<file path="config.mk">
export PLATFORM = sky130hd
export DESIGN_NAME = keyperm_core
export DESIGN_NICKNAME = d
export VERILOG_FILES = /design/src/rtl/keyperm_pkg.sv /design/src/rtl/kp_sbox_layer.sv /design/src/rtl/kp_key_mix.sv /design/src/rtl/kp_diffuse.sv /design/src/rtl/keyperm_core.sv
export SDC_FILE = /design/constraint.sdc
export NUM_CORES = 1
export LEC_CHECK = 0
export ABC_AREA = 1
export CORE_MARGIN = 8
export CORE_UTILIZATION = 35
export DETAILED_ROUTE_END_ITERATION = 10
export DONT_BUFFER_PORTS = 1
export PLACE_DENSITY_LB_ADDON = 0.25
export SLEW_MARGIN = 20
export SYNTH_ARGS = -nofsm -noshare
export SYNTH_HDL_FRONTEND = slang
export SYNTH_SLANG_ARGS = --single-unit
</file>
<file path="constraint.sdc">
create_clock -name clk -period 12.2 [get_ports clk]
set_input_delay 1.83 -clock clk [delete_from_list [all_inputs] [get_ports clk]]
set_output_delay 1.83 -clock clk [all_outputs]
set_load 0.02 [all_outputs]
</file>
<file path="src/rtl/keyperm_pkg.sv">
package keyperm_pkg;

   localparam int unsigned BYTE_BITS = 8;

   // substitution tables, entry n in bits 4n+3:4n
   localparam logic [63:0] BOX_P0 = 64'hC907_24DE_B56A_1F83;
   localparam logic [63:0] BOX_P1 = 64'h43D6_8EB1_A509_72CF;
   localparam logic [63:0] BOX_P2 = 64'h25B0_4E1D_FAC3_9768;
   localparam logic [63:0] BOX_P3 = 64'hE57A_421D_369C_8BF0;

   typedef logic [BYTE_BITS-1:0] kp_byte_t;

   function automatic logic [3:0] box_lookup(input logic [63:0] tbl, input logic [3:0] nib);
      return tbl[nib*4 +: 4];
   endfunction

   function automatic kp_byte_t rotr8(input kp_byte_t x, input int unsigned n);
      kp_byte_t r;
      r = kp_byte_t'((x >> n) | (x << (BYTE_BITS - n)));
      return r;
   endfunction

endpackage

</file>
<file path="src/rtl/kp_sbox_layer.sv">
module kp_sbox_layer
   import keyperm_pkg::*;
#(
   parameter int unsigned LANES  = 4,
   parameter int unsigned BYTE_W = 8,
   parameter bit          SECOND = 1'b0
) (
   input  logic [LANES-1:0][BYTE_W-1:0] lane_in,
   output logic [LANES-1:0][BYTE_W-1:0] lane_out
);
   localparam logic [63:0] HI_TBL = SECOND ? BOX_P2 : BOX_P0;
   localparam logic [63:0] LO_TBL = SECOND ? BOX_P3 : BOX_P1;

   if (BYTE_W != 8) begin : g_bad_width
      $error("kp_sbox_layer: BYTE_W must be 8");
   end

   for (genvar i = 0; i < LANES; i++) begin : g_lane
      always_comb begin
         lane_out[i][7:4] = box_lookup(HI_TBL, lane_in[i][7:4]);
         lane_out[i][3:0] = box_lookup(LO_TBL, lane_in[i][3:0]);
      end
   end
endmodule

</file>
<file path="src/rtl/kp_key_mix.sv">
module kp_key_mix
   import keyperm_pkg::*;
#(
   parameter int unsigned LANES  = 4,
   parameter int unsigned BYTE_W = 8
) (
   input  logic [LANES-1:0][BYTE_W-1:0]   sub_in,
   input  logic [2*LANES-1:0][BYTE_W-1:0] key,
   output logic [LANES-1:0][BYTE_W-1:0]   mix_out
);
   logic [LANES-1:0][BYTE_W-1:0] b;

   if (LANES != 4) begin : g_bad_lanes
      $error("kp_key_mix: schedule is defined for four lanes");
   end

   // rotate by lane+2 and add the low key bytes
   for (genvar i = 0; i < LANES; i++) begin : g_add
      assign b[i] = rotr8(sub_in[i], i + 2) + key[i];
   end

   always_comb begin
      mix_out[0] = b[0] ^ rotr8(b[1], 1) ^ rotr8(b[2], 2) ^ key[4];
      mix_out[1] = b[1] ^ rotr8(b[2], 4) ^ rotr8(b[3], 5) ^ key[5];
      mix_out[2] = b[2] ^ rotr8(b[3], 7) ^ rotr8(mix_out[0], 1) ^ key[6];
      mix_out[3] = b[3] ^ rotr8(mix_out[0], 3) ^ rotr8(mix_out[1], 4) ^ key[7];
   end
endmodule

</file>
<file path="src/rtl/kp_diffuse.sv">
module kp_diffuse
   import keyperm_pkg::*;
#(
   parameter int unsigned LANES  = 4,
   parameter int unsigned BYTE_W = 8
) (
   input  logic [LANES-1:0][BYTE_W-1:0] d,
   output logic [LANES-1:0][BYTE_W-1:0] e
);
   if (LANES != 4) begin : g_bad_lanes
      $error("kp_diffuse: schedule is defined for four lanes");
   end

   always_comb begin
      e[0] = d[0] ^ rotr8(d[1], 1) ^ rotr8(d[2], 5) ^ rotr8(d[3], 2);
      e[1] = d[1] ^ rotr8(d[2], 2) ^ rotr8(d[3], 6) ^ rotr8(e[0], 3);
      e[2] = d[2] ^ rotr8(d[3], 3) ^ rotr8(e[0], 7) ^ rotr8(e[1], 4);
      e[3] = d[3] ^ rotr8(e[0], 4) ^ rotr8(e[1], 1) ^ rotr8(e[2], 5);
   end
endmodule

</file>
<file path="src/rtl/keyperm_core.sv">
module keyperm_core #(
   parameter int unsigned LANES      = 4,
   parameter int unsigned BYTE_W     = 8,
   parameter bit          DATA_RESET = 1'b1,
   localparam int unsigned WORD_W    = LANES * BYTE_W,
   localparam int unsigned KEY_W     = 2 * WORD_W
) (
   input  logic              clk,
   input  logic              rst_n,
   input  logic              in_valid,
   input  logic [WORD_W-1:0] in_data,
   input  logic [KEY_W-1:0]  in_key,
   output logic              out_valid,
   output logic [WORD_W-1:0] out_data
);
   if (LANES != 4 || BYTE_W != 8) begin : g_bad_cfg
      $error("keyperm_core: only a 4x8 word is supported");
   end

   logic                          stg_valid;
   logic [LANES-1:0][BYTE_W-1:0]  stg_data;
   logic [2*LANES-1:0][BYTE_W-1:0] stg_key;
   logic [LANES-1:0][BYTE_W-1:0]  sub_a, mix_c, sub_d, mix_e;

   always_ff @(posedge clk or negedge rst_n) begin
      if (!rst_n) begin
         stg_valid <= 1'b0;
         out_valid <= 1'b0;
      end else begin
         stg_valid <= in_valid;
         out_valid <= stg_valid;
      end
   end

   if (DATA_RESET) begin : g_data_rst
      always_ff @(posedge clk or negedge rst_n) begin
         if (!rst_n) begin
            stg_data <= '0;
            stg_key  <= '0;
            out_data <= '0;
         end else begin
            if (in_valid) begin
               stg_data <= in_data;
               stg_key  <= in_key;
            end
            if (stg_valid) out_data <= mix_e;
         end
      end
   end else begin : g_data_norst
      always_ff @(posedge clk) begin
         if (in_valid) begin
            stg_data <= in_data;
            stg_key  <= in_key;
         end
         if (stg_valid) out_data <= mix_e;
      end
   end

   kp_sbox_layer #(.LANES(LANES), .BYTE_W(BYTE_W), .SECOND(1'b0)) u_sub_a (
      .lane_in (stg_data),
      .lane_out(sub_a)
   );

   kp_key_mix #(.LANES(LANES), .BYTE_W(BYTE_W)) u_key_mix (
      .sub_in (sub_a),
      .key    (stg_key),
      .mix_out(mix_c)
   );

   kp_sbox_layer #(.LANES(LANES), .BYTE_W(BYTE_W), .SECOND(1'b1)) u_sub_d (
      .lane_in (mix_c),
      .lane_out(sub_d)
   );

   kp_diffuse #(.LANES(LANES), .BYTE_W(BYTE_W)) u_diffuse (
      .d(sub_d),
      .e(mix_e)
   );


   capture_chk: assert property (@(posedge clk) disable iff (!rst_n)
      in_valid |=> stg_valid);


   launch_chk: assert property (@(posedge clk) disable iff (!rst_n)
      stg_valid |=> out_valid);


   idle_hold_chk: assert property (@(posedge clk) disable iff (!rst_n)
      !stg_valid |=> (!out_valid && $stable(out_data)));


   key_hold_chk: assert property (@(posedge clk) disable iff (!rst_n)
      !in_valid |=> $stable(stg_key));


   always_comb begin
      if (!rst_n) begin
         reset_state_chk: assert (out_valid == 1'b0);
      end
   end
endmodule

</file>
Yosys cells after proc, flatten, opt, wreduce, memory -nomap -nowiden
Cells that the tools add are included.
Widths: inputs -> output; s select.
- add/subtract/negate cells: 4
- shift operators: 16
- bitwise gates (word level): 48
- operators by type and width (cell ; number):
    $shiftx 64x7->4 const A ; 16
    $xor 8x8->8 ; 24
    $or 4x8->8 ; 5
    $add 8x8->8 ; 4
    $or 3x8->8 ; 4
    $or 5x8->8 ; 4
    $or 6x8->8 ; 4
    $or 7x8->8 ; 4
    $or 1x8->8 ; 2
    $or 2x8->8 ; 1
- register bits: 130
- word-level logic and storage cells: 83

Depth between registers and ports, before layout
- depth in word-level cells: 20
- mapped depth: 40
- depth with buffers taken out: 40

By module
From an unflattened synthesis, not the netlist that was laid out.
- cells, all modules: 1872
- area total of the unflattened synthesis: 11826.3 um^2
- modules (own cells, without submodules) (module ; times used ; cells an instance ; area each (um^2) ; seq. area each (um^2)):
    keyperm_core ; 1 ; 544 ; 4878.4 ; 3253.1
    kp_key_mix ; 1 ; 472 ; 2707.6 ; 0.0
    kp_sbox_layer (u_sub_d) ; 1 ; 320 ; 1700.4 ; 0.0
    kp_sbox_layer (u_sub_a) ; 1 ; 302 ; 1521.5 ; 0.0
    kp_diffuse ; 1 ; 234 ; 1018.5 ; 0.0

Worst setup path after synthesis
OpenSTA, ideal clock, no wires.
- kind: register to register
- start point: reg stg_data[29] in the netlist's numbering
- end point: reg out_data[11]
- library setup time: 117 ps
- data arrival time: 4019 ps
- setup slack: 8064 ps
- cell stages (with the launch flop): 26
- buffers on the path: 0
- clock period less this slack: 4136 ps
- cells stage by stage: dfrtp_1 > inv_1 > ha_1 > nand2_1 > o21ai_0 > a21oi_1 > ha_1 > inv_1 > fa_1 > xnor2_1 > xor2_1 > xor2_1 > xor2_1 > xor2_1 > inv_1 > ha_1 > nand2_1 > o21ai_0 > nand2_1 > nand2_2 > inv_1 > nand2_1 > nand2_1 > nand2_1 > nand3_1 > nand2_1
- longest elaborated chain between the ends: 14
- elaborated cells on any way between the ends: 31
- classes of those cells: 1 x add/sub; 6 x shift; 24 x bitwise
- RTL lines (item ; RTL line ; source):
    from (decl) ; keyperm_core.sv:21 ; logic [LANES-1:0][BYTE_W-1:0] stg_data;
    from (signal assigned) ; keyperm_core.sv:43 ; stg_data <= in_data;
    $shiftx 64x7->4 * ; keyperm_pkg.sv:14 ; return tbl[nib*4 +: 4];
    $or 3x8->8 * ; keyperm_pkg.sv:19 ; r = kp_byte_t'((x >> n) | (x << (BYTE_BITS - n)));
    $add 8x8->8 * ; kp_key_mix.sv:19 ; assign b[i] = rotr8(sub_in[i], i + 2) + key[i];
    $or 3x8->8 ; keyperm_pkg.sv:19 ;
    $xor 8x8->8 (2 in series) ; kp_key_mix.sv:24 ; mix_out[1] = b[1] ^ rotr8(b[2], 4) ^ rotr8(b[3], 5) ^ key[5];
    $or 4x8->8 ; keyperm_pkg.sv:19 ;
    $xor 8x8->8 (2 in series) ; kp_key_mix.sv:26 ; mix_out[3] = b[3] ^ rotr8(mix_out[0], 3) ^ rotr8(mix_out[1], 4) ^ key[7];
    $shiftx 64x7->4 ; keyperm_pkg.sv:14 ;
    $or 6x8->8 ; keyperm_pkg.sv:19 ;
    $xor 8x8->8 ; kp_diffuse.sv:15 ; e[0] = d[0] ^ rotr8(d[1], 1) ^ rotr8(d[2], 5) ^ rotr8(d[3], 2);
    $or 5x8->8 ; keyperm_pkg.sv:19 ;
    $xor 8x8->8 * ; kp_diffuse.sv:16 ; e[1] = d[1] ^ rotr8(d[2], 2) ^ rotr8(d[3], 6) ^ rotr8(e[0], 3);
    to (signal assigned) ; keyperm_core.sv:46 ; if (stg_valid) out_data <= mix_e;
    to (decl) ; keyperm_core.sv:14 ; output logic [WORD_W-1:0] out_data
Mark *: on every way between the ends. The rest lies on a longest branch, timed or not.
A chain may end at the register's enable or synchronous reset.

Worst setup path after layout
- start point: reg stg_data[29] in the netlist's numbering
- end point: reg out_data[22]
- longest elaborated chain between the ends: 16
- elaborated cells on any way between the ends: 38
- classes of those cells: 1 x add/sub; 7 x shift; 30 x bitwise
- RTL lines (item ; RTL line ; source):
    $shiftx 64x7->4 * ; keyperm_pkg.sv:14 ;
    $or 3x8->8 * ; keyperm_pkg.sv:19 ;
    $add 8x8->8 * ; kp_key_mix.sv:19 ;
    $or 3x8->8 ; keyperm_pkg.sv:19 ;
    $xor 8x8->8 (2 in series) ; kp_key_mix.sv:24 ;
    $or 4x8->8 ; keyperm_pkg.sv:19 ;
    $xor 8x8->8 (2 in series) ; kp_key_mix.sv:26 ;
    $shiftx 64x7->4 ; keyperm_pkg.sv:14 ;
    $or 6x8->8 ; keyperm_pkg.sv:19 ;
    $xor 8x8->8 ; kp_diffuse.sv:15 ;
    $or 5x8->8 ; keyperm_pkg.sv:19 ;
    $xor 8x8->8 ; kp_diffuse.sv:16 ;
    $or 4x8->8 ; keyperm_pkg.sv:19 ;
    $xor 8x8->8 * ; kp_diffuse.sv:17 ; e[2] = d[2] ^ rotr8(d[3], 3) ^ rotr8(e[0], 7) ^ rotr8(e[1], 4);
Marked as above.

==> impl_metrics.json <==
{
  "netlist_instances": 1884,
  "clock_skew_ps": 13.7,
  "yosysWarnings": 0,
  "min_from": "stg_key[29]",
  "routed-wl-met3_um": 1610,
  "end_kind": "flop",
  "finalMaxSlewViolations": 0,
  "die-height_um": 204,
  "setup_tns_ps": 0,
  "worst_path_most_repeated_cell": "nand2_1",
  "crit_path_start_kind": "flop",
  "synth_edf_count": 0,
  "status": "complete, no violations",
  "cts_setup_buffers": 0,
  "cts.hold.buffers_added": 0,
  "multi_input_area_um2": 8080,
  "hold_path.class": "flop to flop",
  "avgSynthCellArea_um2": 6.55,
  "crit_fanout": 5,
  "dieWidth_um": 204,
  "clock_latency_ps": 450,
  "critPathKind": "flop to flop",
  "vias_per_cell": 4.92,
  "ff2ff_setup_slack_ps": 7170,
  "antenna_found_initial": 2,
  "synthAdderAreaFrac": 0.111,
  "path_clk_slew_ps": 70,
  "overflow": 0,
  "max_slew_margin": 0.371,
  "grt_pass1_wl_um": 56800,
  "required_ps": 12530,
  "rsz0062_at_grt": "false",
  "n_fill_cell": 3640,
  "coreArea_um2": 34600,
  "cp_slowest_cell": "fa_1",
  "cp_num_cells": 25,
  "max_freq_mhz": 199,
  "maxCapViolCount": 0,
  "globalplace.congestion": 0.873,
  "worst_ep_arrival_time_ps": 5370,
  "dpl.hpwl_um": 27600,
  "synth_compound_area_frac": 0.0762,
  "cp.buffers_inverters": 3,
  "dpl_cell_area_um2": 12700,
  "drive_above_1_share": 0.0753,
  "r2r_end": "out_data[22]",
  "firstDrtPassIters": 5,
  "whs_path_depth": 1,
  "wl_met2_um": 15800,
  "synth_simple_gate_area_frac": 0.383,
  "drt_wl_total_um": 34700,
  "hold_violations": 0,
  "synth_top_area_frac": 0.264,
  "critPathMaxStageDelay_ps": 700,
  "finalCriticalPeriod_ps": 5030,
  "synth_top_family_by_area": "simple AND/OR/NAND/NOR gates",
  "wl_per_cell_um": 14.8,
  "synth_top_area_cell": "dfrtp_1",
  "finalNetCount": 2078,
  "rr_startpoint": "stg_data[29]",
  "cts_resized": 0,
  "synth-main-ff-cell": "dfrtp_1",
  "final_area_um2": 13300,
  "holdPathEnd": "stg_key[29]",
  "setup_viol": 0,
  "synth_xor_area_frac": 0.0443,
  "finalCritPeriodShare": 0.413,
  "routed.top_layer": "met5",
  "cts_buffer_depth": 2,
  "num_io_pins": 132,
  "cts_buffers": 17,
  "syn-num-nets": 2090,
  "synth-seq-cells": 130,
  "wl_met1_um": 16900,
  "clock_tree.root_cell": "clkbuf_16",
  "final_core_util": 0.384,
  "ys_types": 43,
  "track_usage": 0.170,
  "async_flop_share": 1.00,
  "num_vias": 11518,
  "register_area_um2": 3250,
  "synth_mux_area_frac": 0.0399,
  "clkSinkCount": 130,
  "syn-cell-area_um2": 12300,
  "rr_worst_depth": 25,
  "cts_htree_levels": 4,
  "start_util": 0.356,
  "die-area_um2": 41500,
  "critPathTopFamily": "adder cells",
  "grt_max_degree": 152,
  "cts_tree": "yes",
  "area_growth_pct": 7.83,
  "ant_nets": 0,
  "rows": 68,
  "port_buffers": 0,
  "worst_slew_pin_slew_ps": 938,
  "dr.first_iter.drc_count": 545,
  "ys_seq_area_frac": 0.264,
  "drc": 0,
  "grt_pass1_vias": 11023,
  "ys_top_cells_by_area": "dfrtp_1, nand2_1, ha_1"
}
-- layer usage --
layer / vias to the layer above / global-route usage
met3: 29 / 0.0352
met4: 2 / 0.0420
met5: - / 0
li1: 5992 / -
met1: 5273 / 0.223
met2: 222 / 0.281
-- synthesized netlist by cell type, drive strengths merged, types with 3 or more instances --
master and count:
nand2 784, nand3 229, inv 222, dfrtp 130, o21ai 112, ha 103
nor2 68, mux2 42, xor2 38, a21oi 30, clkbuf 18, xnor2 18
nand4 17, buf 14, nand3b 12, o211ai 9, a31oi 7, or2 6
o22ai 5, fa 4, o21bai 3, o31ai 3
-- worst max-delay path by stage --
| stage | endpoint | slack, ps | startpoint |
|---|---|---|---|
| 3_5_place_dp | out_data[22] | 7180 | stg_data[29] |
| 5_1_grt | out_data[22] | 6690 | stg_data[29] |
| 2_1_floorplan | out_data[11] | 8060 | stg_data[29] |
| 4_1_cts | out_data[22] | 7150 | stg_data[29] |
| 3_3_place_gp | out_data[22] | 7250 | stg_data[29] |
| 6_report | out_data[22] | 7170 | stg_data[29] |
-- layout by cell type (no fill, tap or decap), types with 2 or more instances in the layout --
| cell type | n |
|---|---|
| nand2_1 | 742 |
| nand3_1 | 228 |
| inv_1 | 209 |
| dfrtp_1 | 130 |
| o21ai_0 | 107 |
| ha_1 | 103 |
| nor2_1 | 68 |
| mux2_2 | 42 |
| nand2_2 | 36 |
| xor2_1 | 32 |
| a21oi_1 | 29 |
| xnor2_1 | 18 |
| nand4_1 | 17 |
| clkbuf_16 | 17 |
| inv_2 | 13 |
| nand3b_1 | 12 |
| o211ai_1 | 8 |
| a31oi_1 | 7 |
| nand2_4 | 6 |
| xor2_2 | 5 |
| o22ai_1 | 5 |
| o21ai_1 | 5 |
| clkinv_2 | 5 |
| fa_1 | 4 |
| inv_6 | 4 |
| o31ai_1 | 3 |
| or2_1 | 3 |
| o21bai_1 | 3 |
| or2_2 | 3 |
| clkinvlp_4 | 3 |
| clkinv_1 | 2 |
| mux2i_1 | 2 |
-- cell families after synthesis --
kind of cell | count (synthesis)
DFF | 130
xor gates and xnor gates | 56
buffers and inverters | 256
AOI/OAI and AO/OA | 173
and+or+nand+nor | 1118
adders and majority gates | 107
muxes | 44
-- registers in the layout (all words and copies together) (netlist names) --
signal     count
stg_data      32
stg_valid      1
stg_key       64
out_data      32
out_valid      1
-- cell type report --
cell class / instances / area share
Multi-Input combinational cell: 1498 / 0.607
Sequential cell: 130 / 0.244
Inverter: 224 / 0.0632
Tap cell: 455 / 0.0428
Clock buffer: 17 / 0.0320
Clock inverter: 15 / 0.00996
Timing Repair Buffer: 1 / 0.000564
Antenna cell: 1 / 0.000188
-- metrics by stage --
stage,setup slack [ps],hold slack (ps),std cells
after CTS,7150,524,2340
final,7170,515,2341
after floorplan,8060,349,1884
after detailed placement,7180,507,2308
after global placement,7250,503,2308
after global routing,6690,553,2341
Power is not shown: default switching activity piles up to over one toggle a cycle in this logic, so the estimate is an artifact.
